## config.mk

```make
export PLATFORM = sky130hd
export DESIGN_NAME = atten_serial_master
export DESIGN_NICKNAME = d
export VERILOG_FILES = /design/src/rtl/atten_ser_pkg.sv /design/src/rtl/phase_timer.sv /design/src/rtl/bit_shifter.sv /design/src/rtl/atten_serial_master.sv
export SDC_FILE = /design/constraint.sdc
export NUM_CORES = 1
export LEC_CHECK = 0
export ABC_AREA = 1
export BUFFER_PORTS_ARGS = -buffer_cell sky130_fd_sc_hd__buf_4
export CORE_ASPECT_RATIO = 1.2
export CORE_MARGIN = 5
export CORE_UTILIZATION = 40
export CTS_BUF_LIST = sky130_fd_sc_hd__clkbuf_4 sky130_fd_sc_hd__clkbuf_8
export DETAILED_ROUTE_END_ITERATION = 7
export GPL_TIMING_DRIVEN = 0
export SYNTH_ARGS = -nofsm -noshare
export SYNTH_HDL_FRONTEND = slang
export SYNTH_SLANG_ARGS = --single-unit
```

## constraint.sdc

```tcl
create_clock -name clk -period 4.9 [get_ports clk]
set_input_delay 0.98 -clock clk [delete_from_list [all_inputs] [get_ports clk]]
set_output_delay 0.98 -clock clk [all_outputs]
set_load 0.02 [all_outputs]
```

## src/rtl/atten_ser_pkg.sv

```systemverilog
package atten_ser_pkg;

  typedef enum logic [2:0] {
    ST_IDLE,
    ST_LOW,
    ST_HIGH,
    ST_LE_SETUP,
    ST_LATCH
  } ser_state_e;

  // Smallest whole number of clock cycles covering min_ps; never below one.
  function automatic int unsigned cycles_for(input int unsigned min_ps,
                                             input int unsigned clk_ps);
    int unsigned c;
    c = (min_ps + clk_ps - 1) / clk_ps;
    return (c == 0) ? 1 : c;
  endfunction

  function automatic int unsigned max2(input int unsigned a, input int unsigned b);
    return (a > b) ? a : b;
  endfunction

  // Low phase must cover the low minimum, the data setup and what the period
  // still needs after the high phase.
  function automatic int unsigned low_phase(input int unsigned low_c,
                                            input int unsigned setup_c,
                                            input int unsigned period_c,
                                            input int unsigned high_c);
    int unsigned rest;
    rest = (period_c > high_c) ? (period_c - high_c) : 1;
    return max2(max2(low_c, setup_c), rest);
  endfunction

endpackage

```

## src/rtl/phase_timer.sv

```systemverilog
module phase_timer #(
  parameter int unsigned CNT_W = 4
) (
  input  logic             clk,
  input  logic             rst_n,
  input  logic             load,
  input  logic [CNT_W-1:0] load_val,
  output logic             done
);

  logic [CNT_W-1:0] cnt;

  always_ff @(posedge clk or negedge rst_n) begin
    if (!rst_n)
      cnt <= '0;
    else if (load)
      cnt <= load_val - 1'b1;
    else if (cnt != '0)
      cnt <= cnt - 1'b1;
  end

  assign done = (cnt == '0);

  // Phase timing relies on the count moving down every idle cycle.
  assert_timer_descends_R2: assert property (@(posedge clk) disable iff (!rst_n)
    (!load && !done) |=> (cnt < $past(cnt)));

endmodule

```

## src/rtl/bit_shifter.sv

```systemverilog
module bit_shifter #(
  parameter int unsigned WORD_W = 6
) (
  input  logic              clk,
  input  logic              rst_n,
  input  logic              capture,
  input  logic [WORD_W-1:0] word_in,
  input  logic              shift,
  output logic              msb_out,
  output logic              last_bit
);

  localparam int unsigned LEFT_W = $clog2(WORD_W);

  logic [WORD_W-1:0] sh;
  logic [LEFT_W-1:0] left;

  always_ff @(posedge clk or negedge rst_n) begin
    if (!rst_n) begin
      sh   <= '0;
      left <= '0;
    end else if (capture) begin
      sh   <= word_in;
      left <= LEFT_W'(WORD_W - 1);
    end else if (shift) begin
      sh   <= {sh[WORD_W-2:0], 1'b0};
      left <= left - 1'b1;
    end
  end

  assign msb_out  = sh[WORD_W-1];
  assign last_bit = (left == '0);

  // Never shift beyond the last bit of the word.
  assert_shift_in_range_R1: assert property (@(posedge clk) disable iff (!rst_n)
    shift |-> !last_bit);

endmodule

```

## src/rtl/atten_serial_master.sv

```systemverilog
module atten_serial_master
  import atten_ser_pkg::*;
#(
  parameter int unsigned WORD_W        = 6,
  parameter int unsigned CLK_PS        = 8000,
  parameter int unsigned HIGH_MIN_PS   = 30000,
  parameter int unsigned LOW_MIN_PS    = 30000,
  parameter int unsigned SETUP_MIN_PS  = 10000,
  parameter int unsigned HOLD_MIN_PS   = 10000,
  parameter int unsigned LESU_MIN_PS   = 10000,
  parameter int unsigned LEW_MIN_PS    = 30000,
  parameter int unsigned PERIOD_MIN_PS = 100000
) (
  input  logic              clk,
  input  logic              rst_n,
  input  logic              start,
  input  logic [WORD_W-1:0] word,
  output logic              ready,
  output logic              ser_clk,
  output logic              ser_data,
  output logic              ser_latch
);

  localparam int unsigned HIGH_C   = cycles_for(HIGH_MIN_PS, CLK_PS);
  localparam int unsigned LOW_C    = cycles_for(LOW_MIN_PS, CLK_PS);
  localparam int unsigned SETUP_C  = cycles_for(SETUP_MIN_PS, CLK_PS);
  localparam int unsigned HOLD_C   = cycles_for(HOLD_MIN_PS, CLK_PS);
  localparam int unsigned LESU_C   = cycles_for(LESU_MIN_PS, CLK_PS);
  localparam int unsigned LEW_C    = cycles_for(LEW_MIN_PS, CLK_PS);
  localparam int unsigned PERIOD_C = cycles_for(PERIOD_MIN_PS, CLK_PS);
  localparam int unsigned HIGH_EFF = max2(HIGH_C, HOLD_C);
  localparam int unsigned LOW_EFF  = low_phase(LOW_C, SETUP_C, PERIOD_C, HIGH_EFF);
  localparam int unsigned MAX_C    = max2(max2(HIGH_EFF, LOW_EFF), max2(LESU_C, LEW_C));
  localparam int unsigned CNT_W    = $clog2(MAX_C + 1);

  ser_state_e       state, nxt;
  logic             phase_end;
  logic             tmr_load;
  logic [CNT_W-1:0] tmr_val;
  logic             capture;
  logic             shift;
  logic             last_bit;
  logic             msb;

  phase_timer #(.CNT_W(CNT_W)) u_timer (
    .clk      (clk),
    .rst_n    (rst_n),
    .load     (tmr_load),
    .load_val (tmr_val),
    .done     (phase_end)
  );

  bit_shifter #(.WORD_W(WORD_W)) u_shift (
    .clk      (clk),
    .rst_n    (rst_n),
    .capture  (capture),
    .word_in  (word),
    .shift    (shift),
    .msb_out  (msb),
    .last_bit (last_bit)
  );

  always_comb begin
    nxt      = state;
    tmr_load = 1'b0;
    tmr_val  = CNT_W'(LOW_EFF);
    capture  = 1'b0;
    shift    = 1'b0;
    unique case (state)
      ST_IDLE: if (start) begin
        nxt      = ST_LOW;
        tmr_load = 1'b1;
        tmr_val  = CNT_W'(LOW_EFF);
        capture  = 1'b1;
      end
      ST_LOW: if (phase_end) begin
        nxt      = ST_HIGH;
        tmr_load = 1'b1;
        tmr_val  = CNT_W'(HIGH_EFF);
      end
      ST_HIGH: if (phase_end) begin
        tmr_load = 1'b1;
        if (last_bit) begin
          nxt     = ST_LE_SETUP;
          tmr_val = CNT_W'(LESU_C);
        end else begin
          nxt     = ST_LOW;
          tmr_val = CNT_W'(LOW_EFF);
          shift   = 1'b1;
        end
      end
      ST_LE_SETUP: if (phase_end) begin
        nxt      = ST_LATCH;
        tmr_load = 1'b1;
        tmr_val  = CNT_W'(LEW_C);
      end
      ST_LATCH: if (phase_end) nxt = ST_IDLE;
      default: nxt = ST_IDLE;
    endcase
  end

  always_ff @(posedge clk or negedge rst_n) begin
    if (!rst_n) state <= ST_IDLE;
    else        state <= nxt;
  end

  assign ready     = (state == ST_IDLE);
  assign ser_clk   = (state == ST_HIGH);
  assign ser_latch = (state == ST_LATCH);
  assign ser_data  = msb;

  assert_data_steady_high_R3: assert property (@(posedge clk) disable iff (!rst_n)
    ser_clk |-> $stable(ser_data));

  assert_latch_clock_low_R4: assert property (@(posedge clk) disable iff (!rst_n)
    ser_latch |-> !ser_clk);

  assert_ready_drops_R7: assert property (@(posedge clk) disable iff (!rst_n)
    (start && ready) |=> !ready);

  assert_busy_start_ignored_R8: assert property (@(posedge clk) disable iff (!rst_n)
    (start && !ready && !phase_end) |=> $stable(state));

  assert_idle_lines_low_R9: assert property (@(posedge clk) disable iff (!rst_n)
    ready |-> (!ser_clk && !ser_latch));

endmodule

```

## Word-level counts from Yosys, hierarchy flattened

Cells that the tools add are included.

| word-level totals | value |
|---|---|
| register bits after elaboration | 16 |
| input port bits | 9 |
| word-level logic and storage cells | 49 |

| operators by class | value |
|---|---|
| add/sub/neg operators | 3 |
| eq/ne operators | 9 |
| mux-type cells | 24 |
| reductions and logical operators | 9 |

Operators with widths:

| cell | number |
|---|---|
| $mux 3 | 7 |
| $mux 4 | 5 |
| $pmux 3 s5 | 1 |
| $mux 6 | 2 |
| $pmux 4 s2 | 1 |
| $sub 4x1->4 const B | 2 |
| $eq 3x2->1 const B | 2 |
| $logic_not 3->1 | 2 |
| $mux 1 | 6 |
| $ne 2x2->1 const B | 3 |
| $reduce_and 5->1 | 1 |
| $logic_not 4->1 | 1 |
| $ne 2x1->1 const B | 2 |
| $reduce_bool 2->1 | 2 |
| $reduce_bool 4->1 | 1 |
| $eq 3x1->1 const B | 1 |
| $eq 3x3->1 const B | 1 |
| $reduce_or 3->1 | 1 |
| $sub 3x1->3 const B | 1 |
| $mux 2 | 1 |
| $pmux 1 s2 | 1 |
| $reduce_or 2->1 | 1 |

## Depth between registers and ports, before layout

Gate-level depths: netlist of the first run.

| depth | value |
|---|---|
| word-level depth | 6 |
| mapped depth | 12 |
| gate-level depth less buffers | 12 |

## By module

Synthesis of the first run repeated with hierarchy kept, for this count alone.

| unflattened totals | value |
|---|---|
| cells, all modules | 137 |
| area, all modules | 975.9 um2 |

Modules (own cells, without submodules):

| module | instances | cells each | area each (um2) | sequential area each (um2) |
|---|---|---|---|---|
| bit_shifter | 1 | 51 | 447.9 | 225.2 |
| phase_timer | 1 | 46 | 282.8 | 100.1 |
| atten_serial_master | 1 | 40 | 245.2 | 75.1 |

## Worst setup path before layout of the first run

No wires, ideal clock.

| path | value |
|---|---|
| path type | input to register |
| start | input start |
| end | register u_timer.cnt[1] |
| arrival | 1956 ps |
| path slack | 2881 ps |
| stages on the path | 8 |
| path buffers | 1 |
| path through | nand3_4 buf_6 nand3_1 nand2_1 inv_1 ha_1 or2_1 inv_1 |

| between the ends | value |
|---|---|
| word-level cells in the longest chain between the ends | 3 |

Ends and longest elaborated chain:

| item | line | RTL |
|---|---|---|
| start, declared | atten_serial_master.sv:16 | `input logic start,` |
| $mux 1 (*) | atten_serial_master.sv:70 | `ST_IDLE: if (start) begin` |
| $pmux 1 s2 (*) | atten_serial_master.sv:69 | `unique case (state)` |
| $mux 4 / $reduce_bool 2->1 (equally long branches) | n/a |  |
| end signal, assigned | phase_timer.sv:17 | `cnt <= load_val - 1'b1;` |
| end signal, assigned | phase_timer.sv:19 | `cnt <= cnt - 1'b1;` |
| end, declared | phase_timer.sv:11 | `logic [CNT_W-1:0] cnt;` |

Mark *: on every way between the ends. The rest lies on a longest branch, timed or not.
A chain may end at the register's enable or synchronous reset.

## Worst setup path after layout of the first run

| path | value |
|---|---|
| start | register state[1] |
| end | output ready |

| between the ends | value |
|---|---|
| word-level cells in the longest chain between the ends | 1 |

Ends and longest elaborated chain:

| item | line | RTL |
|---|---|---|
| start, declared | atten_serial_master.sv:36 | `ser_state_e state, nxt;` |
| start signal, assigned | atten_serial_master.sv:104 | `else state <= nxt;` |
| $logic_not 3->1 | atten_serial_master.sv:107 | `assign ready = (state == ST_IDLE);` |
| end, declared | atten_serial_master.sv:18 | `output logic ready,` |

Every way passes these cells.

==> results of run 1 <==
kinds of logic after synthesis:
kind of cell / after synthesis / share of synthesized area
flops: 16 / 0.431
buf+inv: 18 / 0.0809
compound gates: 13 / 0.0755
simple gates: 65 / 0.372
fa+ha+maj: 3 / 0.0404
synthesized netlist by cell type (all sizes together):
master	n	area, sq um
nand2	30	133
nand3	21	140
inv	17	63.8
dfrtp	16	400
nor2	13	66.3
a21oi	6	30.0
o21ai	5	25.0
ha	3	37.5
a22o	1	8.76
buf	1	11.3
o22ai	1	6.26
or2	1	6.26
state kept, by name (all words and copies together) (netlist names):
| name | count |
|---|---|
| u_shift.sh | 6 |
| u_shift.left | 3 |
| state | 3 |
| u_timer.cnt | 4 |
how the worst max path moves through the flow:
stage	from	to	slack (ns)	cells past startpoint
floorplan	start	u_timer.cnt[1]$_DFFE_PN0P_	2.88	8
global placement	start	u_timer.cnt[1]$_DFFE_PN0P_	2.67	9
detailed placement	start	u_timer.cnt[1]$_DFFE_PN0P_	2.67	9
CTS	state[1]$_DFFE_PN0P_	ready	2.70	4
global route	state[1]$_DFFE_PN0P_	ready	2.61	4
finish	state[1]$_DFFE_PN0P_	ready	2.70	4
report_power, final:
group | switching [uW] | internal, uW
Combinational | 199 | 127
Sequential | 38.0 | 186
Clock | 40.6 | 28.6
placed cells by master (no fill, tap or decap):
cell type / Yosys / layout
a21oi_1: 6 / 6
a22o_1: 1 / 1
buf_4: 0 / 12
buf_6: 1 / 1
clkbuf_4: 0 / 3
dfrtp_1: 16 / 16
ha_1: 3 / 3
inv_1: 11 / 11
inv_2: 6 / 6
nand2_1: 24 / 24
nand2_2: 5 / 5
nand2_4: 1 / 1
nand3_1: 17 / 17
nand3_2: 2 / 2
nand3_4: 2 / 2
nor2_1: 8 / 8
nor2_2: 4 / 4
nor2_4: 1 / 1
o21ai_0: 3 / 3
o21ai_1: 2 / 2
o22ai_1: 1 / 1
or2_1: 1 / 1
worst max-delay path, cell delays in order, from the launching register on:
cell and delay, ns:
dfrtp_1 0.48, nor2_4 0.17, nand2_1 0.09, inv_1 0.06, buf_4 0.13
per-stage QoR:
stage | worst slack (ns) | area (sq um) | hold WS [ns] | utilization
2_1_floorplan | 2.88 | 928 | 0.445 | -
3_3_place_gp | 2.67 | 1060 | 0.466 | 0.468
3_5_place_dp | 2.67 | 1060 | 0.471 | 0.468
4_1_cts | 2.70 | 1080 | 0.486 | 0.478
5_1_grt | 2.61 | 1080 | 0.502 | 0.478
6_report | 2.70 | 1080 | 0.486 | 0.478
cell type report:
type	count	area, sq um	share of cell area
clock buffer	3	22.5	0.0209
inverter	17	63.8	0.0591
sequential	16	400	0.371
multi-input combinational	81	453	0.419
tap	31	38.8	0.0359
buffer	1	11.3	0.0104
timing repair buffer	12	90.1	0.0834
routing by layer:
metal / up-vias / track usage / wire length, microns
li1: 400 / - / -
met1: 363 / 0.159 / 822
met2: 17 / 0.192 / 833
met3: 5 / 0.0286 / 59
met4: 0 / 0.0841 / 54
met5: - / 0 / 0
==> flow_summary.json, run 1 <==
{
  "status": "complete, no violations",
  "vias": 785,
  "power.density_nw_per_um2": 573,
  "first_iter_violations": 7,
  "holdCritPathClass": "flip-flop to flip-flop",
  "final_cells": 161,
  "fillCellCount": 239,
  "cts_tree": "built",
  "min_from": "u_shift.left[2]$_DFFE_PN0P_",
  "dieWidth_microns": 54.0,
  "layout-drive-gt1-share": 0.285,
  "ys_types": 20,
  "syn_to_final_growth_pct": 16.3,
  "wirelength_mm": 1.77,
  "grt_max_degree": 17,
  "drc_errors": 0,
  "cp-start-kind": "flip-flop",
  "antenna_left": 0,
  "max-vdd-ir-drop_mv": 0.250,
  "max_slew.worst_pin.slew_ns": 0.269,
  "routabilityCongestion": 0.786,
  "holdPathEnd": "u_shift.left[2]$_DFFE_PN0P_",
  "yosysWarnings": 0,
  "grt_pass1_vias": 764,
  "synth.avg_cell_area_sq_um": 8.07,
  "slew_headroom": 0.820,
  "syn_nets": 127,
  "leakagePower_uw": 0.000566,
  "hpwl_mm": 1.40,
  "worst-r2r-cell-count": 11,
  "postSynthCellCount": 115,
  "yosysSeqAreaShare": 0.431,
  "setup_violations": 0,
  "worst-setup-path-type": "flip-flop to output pin",
  "cp_max_fo": 6,
  "core_sq_um": 2260,
  "period_needed_ns": 2.20,
  "start_util": 0.411,
  "r2r-end": "u_timer.cnt[1]$_DFFE_PN0P_",
  "num_antenna_cells": 0,
  "ios": 13,
  "slew_viol_final": 0,
  "endpoint_kind": "output pin",
  "finClkSkew_ns": 0.00161,
  "nets": 144,
  "cp.arrival_ns": 1.22,
  "finalPower_uw": 619,
  "cts_hold_buf": 0,
  "dieArea_sq_um": 3390,
  "placed_cells": 158,
  "syn_area_sq_um": 928,
  "grt_first_pass_wirelength_mm": 3.20,
  "wl_per_cell_microns": 11.0,
  "cp_data_required_time_ns": 3.92,
  "cts.sinks": 16,
  "die_h_microns": 62.8,
  "cts-root-buf": "clkbuf_4",
  "clkTransAtPathRegs_ns": 0.09,
  "antenna_found_initial": 0,
  "whs_path_depth": 1,
  "fin_crit_sh": 0.448,
  "maxCapViolCount": 0,
  "reg2reg_from": "u_timer.cnt[0]$_DFFE_PN0P_",
  "r2r_slack_ns": 3.08,
  "fmax_mhz": 456,
  "cts_buffers": 3,
  "grt_setup_unrepaired": "no",
  "htree_levels": 1,
  "detail_route.vias_per_cell": 4.88,
  "cts_resized": 0,
  "io_buffers": 12,
  "post_cts.repair.setup_buffers": 0,
  "finalHoldViolCount": 0,
  "groute.usage.overall": 0.128,
  "clk_latency_ns": 0.29,
  "cts_buffer_depth": 2,
  "rows": 19,
  "drtPass1Iterations": 2,
  "fin_tns_setup_ns": 0,
  "overflow": 0,
  "ys_ff_latch": 16
}
No activity file was read; power rests on OpenSTA's default activity.
==> run 2: changes to the inputs <==
Settings changed: ABC_AREA 1 to 0.
Clock period 4.9 ns to 2.1 ns, I/O delays scaled along.
==> run 2 against run 1 <==
Against the previous run: cell count is 16% lower; worst setup slack lost 2.5 ns; wire length increased by 0.11%; via count fell by 9.9%; critical path depth rose by 4; area after synthesis down 7.5%; utilization rose by 3.3 points; synthesized cell count shrank 24%; flip-flop and latch count unchanged; worst hold slack worse by 0.14 ns; first-iteration DRC count shrank 29%; power is 110% higher; critical path type is now flip-flop to flip-flop.
==> flow_summary.json, run 2 <==
{
  "fin_crit_sh": 0.906,
  "regArea_sq_um": 400,
  "io_buffers": 12,
  "cp_max_fo": 6,
  "wirelength_mm": 1.77,
  "whs_path_depth": 2,
  "holdCritPathClass": "input port to flip-flop",
  "routabilityCongestion": 0.720,
  "vias": 707,
  "final_area_sq_um": 1050,
  "max-vdd-ir-drop_mv": 0.612,
  "syn_nets": 99,
  "die_h_microns": 60.7,
  "setup_violations": 0,
  "cts_tree": "built",
  "cts.sinks": 16,
  "detail_route.vias_per_cell": 5.24,
  "max_slew.worst_pin.slew_ns": 0.338,
  "yosysTopAreaCellShare": 0.466,
  "slew_viol_final": 0,
  "placed_area_sq_um": 986,
  "clkTransAtPathRegs_ns": 0.09,
  "ios": 13,
  "worst-r2r-cell-count": 8,
  "antenna_left": 0,
  "leakagePower_uw": 0.000510,
  "core_sq_um": 2050,
  "dieArea_sq_um": 3180,
  "maxCapViolCount": 0,
  "clk_latency_ns": 0.29,
  "cp.arrival_ns": 2.09,
  "finalHoldViolCount": 0,
  "antenna_found_initial": 0,
  "yosysWarnings": 0,
  "num_antenna_cells": 0,
  "period_needed_ns": 1.90,
  "start_util": 0.419,
  "finClkSkew_ns": 0.00401,
  "grt_max_degree": 17,
  "fmax_mhz": 525,
  "final_cell_mix": "buf_4, dfrtp_1, nor2_1, inv_1",
  "ys_ff_latch": 16,
  "synth_top_area_cell": "dfrtp_1",
  "first_iter_violations": 5,
  "r2r_slack_ns": 0.20,
  "postSynthCellCount": 87,
  "rows": 18,
  "ys.flop_type": "dfrtp_1",
  "overflow": 0,
  "syn_area_sq_um": 858,
  "fin_tns_setup_ns": 0,
  "cts-root-buf": "clkbuf_4",
  "worst-setup-path-type": "flip-flop to flip-flop",
  "layout-drive-gt1-share": 0.267,
  "wl_per_cell_microns": 13.1,
  "status": "complete, no violations",
  "hpwl_mm": 1.31,
  "drtPass1Iterations": 4,
  "post-synth-top-count-cell": "dfrtp_1",
  "cts_buffers": 3,
  "regMostFlops": "u_shift.sh",
  "dieWidth_microns": 52.3,
  "groute.usage.overall": 0.137,
  "grt_first_pass_wirelength_mm": 3.19,
  "largestRegisters": "u_shift.sh: 6 flops, u_timer.cnt: 4 flops",
  "hold_ws_ns": 0.347,
  "yosysSeqAreaShare": 0.466,
  "ys_async_sr_fraction": 1.00,
  "grt_pass1_vias": 747,
  "drc_errors": 0,
  "syn_to_final_growth_pct": 22.0,
  "nets": 119,
  "fillCellCount": 211,
  "multi_input_area_sq_um": 394,
  "power.density_nw_per_um2": 1260,
  "synth.avg_cell_area_sq_um": 9.87,
  "cp_data_required_time_ns": 2.28,
  "synth.top_cells.by_count": "dfrtp_1, inv_1, nor2_1",
  "synth_edf_count": 0,
  "cts_buffer_depth": 2,
  "htree_levels": 1,
  "cp-start-kind": "flip-flop",
  "ys_types": 36,
  "grt_setup_unrepaired": "no",
  "largest_reg_flops": 6,
  "synth_area_leaders": "dfrtp_1, ha_1, o21ai_0",
  "slew_headroom": 0.774,
  "endpoint_kind": "flip-flop"
}
run 2: what timing repair did:
item / 4_1_cts / 5_1_grt
hold buffers: 1 / 0
buffers inserted: 0 / 2
pin swaps: 0 / 0
resized for setup: 1 / 4
endpoints found under the hold margin: 16 / 0
cloned: 0 / 0
setup endpoints to repair: 1 / 2
run 2: critical path, cell delays in order (launching register included):
cell and delay [ns]:
dfrtp_1 0.42, nor4_2 0.36, and3_1 0.22, o21ai_2 0.06, buf_4 0.17, a21boi_2 0.15, ha_1 0.21, xor2_1 0.16
nor2_1 0.05
run 2: final cells by class:
| class | count | share of cell area |
|---|---|---|
| buffer | 6 | 0.0454 |
| clock buffer | 3 | 0.0215 |
| inverter | 8 | 0.0287 |
| multi-input combinational | 57 | 0.376 |
| sequential | 16 | 0.382 |
| tap | 30 | 0.0358 |
| timing repair buffer | 15 | 0.110 |
run 2: logic make-up (layout without fill, tap and decap cells):
| kind of cell | Yosys count | after routing | synth area share |
|---|---|---|---|
| AO/OA/AOI/OAI | 27 | 27 | 0.230 |
| XOR/XNOR | 1 | 1 | 0.0102 |
| adder cells (fa/ha/maj) | 3 | 3 | 0.0437 |
| buffers and inverters | 14 | 32 | 0.0904 |
| flip-flops | 16 | 16 | 0.466 |
| AND/OR/NAND/NOR | 26 | 26 | 0.159 |
run 2: per-layer routing:
layer / GRT usage / vias up / part of all wire
li1: - / 348 / -
met1: 0.170 / 338 / 0.46
met2: 0.229 / 16 / 0.47
met3: 0.0319 / 5 / 0.042
met4: 0.0547 / 0 / 0.023
met5: 0 / - / 0
run 2: per-stage QoR:
stage | power, uW | worst slack (ns) | utilization | instances
floorplan | 967 | 0.268 | - | 87
global placement | 1100 | 0.0992 | 0.481 | 129
detailed placement | 1130 | 0.0125 | 0.481 | 129
CTS | 1300 | 0.0682 | 0.497 | 133
global route | 1450 | 0.00152 | 0.511 | 135
finish | 1320 | 0.197 | 0.511 | 135
run 2: report_power, final:
group	internal [uW]	switching, uW
logic	299	312
registers	443	97.0
clock network	66.7	98.8
total	808	508
run 2: final timing paths:
path,start,to
min,word[0],u_shift.sh[0]$_DFFE_PN0P_
min reg2reg,u_shift.sh[3]$_DFFE_PN0P_,u_shift.sh[3]$_DFFE_PN0P_
max in group asynchronous,rst_n,u_timer.cnt[1]$_DFFE_PN0P_
max reg2reg,u_timer.cnt[0]$_DFFE_PN0P_,u_timer.cnt[2]$_DFFE_PN0P_
max,u_timer.cnt[0]$_DFFE_PN0P_,u_timer.cnt[2]$_DFFE_PN0P_
min in group asynchronous,rst_n,state[0]$_DFFE_PN0P_
==> run 3: changes to the inputs <==
Settings changed: CELL_PAD_IN_SITES_DETAIL_PLACEMENT from default to 0, CELL_PAD_IN_SITES_GLOBAL_PLACEMENT from default to 1, CORE_MARGIN 5 to 4, CORE_UTILIZATION 40 to 44, PLACE_DENSITY_LB_ADDON from default to 0.1.
==> run 3 against run 2 <==
Against the previous run: register-to-register slack worse by 0.06 ns; critical path depth stayed put; wire length is 3.9% lower; non-clock buffer count is 2 higher; first-iteration DRC count is 60% higher; cell count is 6.7% lower; worst hold slack better by 0.0099 ns; sequential power is 2% lower; power is 1.4% lower; sequential share of layout area is 0.32 points higher; highest routed layer unchanged.
==> flow_summary.json, run 3 (synthesis results as in run 2) <==
{
  "largest_reg_flops": 6,
  "crit_family": "simple AND/OR/NAND/NOR gates",
  "wirelength_mm": 1.70,
  "core_sq_um": 1850,
  "finClkSkew_ns": 0.00328,
  "cts_buffers": 3,
  "crit_buf_inv": 1,
  "antenna_found_initial": 0,
  "cts_tree": "built",
  "crit_path_top_delay_cell": "nor4_1",
  "endpoint_kind": "flip-flop",
  "final_area_sq_um": 1040,
  "routabilityCongestion": 0.688,
  "power.density_nw_per_um2": 1250,
  "grt_max_degree": 17,
  "cp.arrival_ns": 2.18,
  "hpwl_mm": 1.24,
  "cts_buffer_depth": 2,
  "cts.sinks": 16,
  "rows": 17,
  "ios": 13,
  "period_needed_ns": 1.97,
  "fin_crit_sh": 0.937,
  "slew_headroom": 0.701,
  "layout_commonest_cell": "buf_4",
  "cp_data_required_time_ns": 2.32,
  "vias": 701,
  "grt_pass1_vias": 681,
  "antenna_left": 0,
  "worst-r2r-cell-count": 8,
  "drc_errors": 0,
  "leakagePower_uw": 0.000517,
  "max-vdd-ir-drop_mv": 0.661,
  "wl_per_cell_microns": 13.5,
  "htree_levels": 1,
  "placed_area_sq_um": 972,
  "die_h_microns": 56.4,
  "worstPathCellList": "nor4_1 -> and3_1 -> o21ai_2 -> buf_4 -> a21boi_0 -> ha_1 -> xor2_1 -> nor2_1",
  "critical_path.max_stage_delay_ns": 0.44,
  "grt_first_pass_wirelength_mm": 3.02,
  "num_antenna_cells": 0,
  "slew_viol_final": 0,
  "cp-start-kind": "flip-flop",
  "grt_setup_unrepaired": "no",
  "dieArea_sq_um": 2720,
  "detail_route.vias_per_cell": 5.56,
  "cts-root-buf": "clkbuf_4",
  "max_slew.worst_pin.slew_ns": 0.445,
  "worst-setup-path-type": "flip-flop to flip-flop",
  "io_buffers": 12,
  "whs_path_depth": 2,
  "largestRegisters": "u_shift.sh: 6 flops, u_timer.cnt: 4 flops",
  "holdCritPathClass": "input port to flip-flop",
  "regMostFlops": "u_shift.sh",
  "status": "complete, no violations",
  "first_iter_violations": 8,
  "start_util": 0.464,
  "fin_tns_setup_ns": 0,
  "drtPass1Iterations": 4,
  "final_cell_mix": "buf_4, dfrtp_1, nor2_1, inv_1",
  "pre_cts_ws_ns": 0.0414,
  "layout-drive-gt1-share": 0.262,
  "hold_ws_ns": 0.357,
  "clkTransAtPathRegs_ns": 0.09,
  "groute.usage.overall": 0.135,
  "setup_violations": 0,
  "overflow": 0,
  "finalHoldViolCount": 0,
  "maxCapViolCount": 0,
  "clk_latency_ns": 0.28,
  "syn_to_final_growth_pct": 21.0,
  "cp.depth": 8,
  "setup_slack_ns": 0.133,
  "nets": 121,
  "fmax_mhz": 508,
  "cp_max_fo": 6,
  "dieWidth_microns": 48.3
}
run 3: worst register-to-register path, cell delays in order, from the launching register on:
cell	delay (ns)
dfrtp_1	0.41
nor4_1	0.44
and3_1	0.23
o21ai_2	0.06
buf_4	0.17
a21boi_0	0.13
ha_1	0.21
xor2_1	0.16
nor2_1	0.10
run 3: repair_timing:
| item | CTS | global route |
|---|---|---|
| endpoints found under the setup margin | 0 | 2 |
| hold endpoints to repair | 16 | 0 |
| buffers inserted | 0 | 4 |
| gates resized for setup | 0 | 2 |
| hold buffers | 1 | 0 |
run 3: path summary, 6_finish.rpt:
| kind | from | end | slack [ns] |
|---|---|---|---|
| setup / recovery | u_timer.cnt[1]$_DFFE_PN0P_ | u_timer.cnt[2]$_DFFE_PN0P_ | 0.13 |
| hold / removal | word[0] | u_shift.sh[0]$_DFFE_PN0P_ | 0.36 |
| setup reg to reg | u_timer.cnt[1]$_DFFE_PN0P_ | u_timer.cnt[2]$_DFFE_PN0P_ | 0.13 |
| hold reg to reg | u_shift.sh[3]$_DFFE_PN0P_ | u_shift.sh[3]$_DFFE_PN0P_ | 0.49 |
| max in group asynchronous | rst_n | u_shift.sh[0]$_DFFE_PN0P_ | 1.38 |
| min in group asynchronous | rst_n | u_shift.sh[4]$_DFFE_PN0P_ | 0.53 |
run 3: stage by stage:
stage	util	instances	total power, uW
after floorplan	-	87	967
after global placement	0.525	118	1110
after detailed placement	0.525	118	1120
after CTS	0.543	122	1290
after global routing	0.561	126	1410
final	0.561	126	1300
run 3: cell type report:
type	instances	area, sq um
flip-flops and latches	16	400
well taps	19	23.8
clock buffers	3	22.5
multi-input cells	57	384
fillers	181	812
inverters	8	30.0
repair buffers	17	130
plain buffers	6	47.5
run 3: layer usage:
metal  global-route usage  part of all wire
met5                    0                 0
met2                0.228              0.49
met1                0.168              0.46
met3               0.0212             0.041
met4               0.0593             0.010
run 3: where the power goes:
group          switching, uW  total (uW)  internal (uW)
registers               85.7         528            443
logic                    309         609            300
clock network           93.5         160           66.6
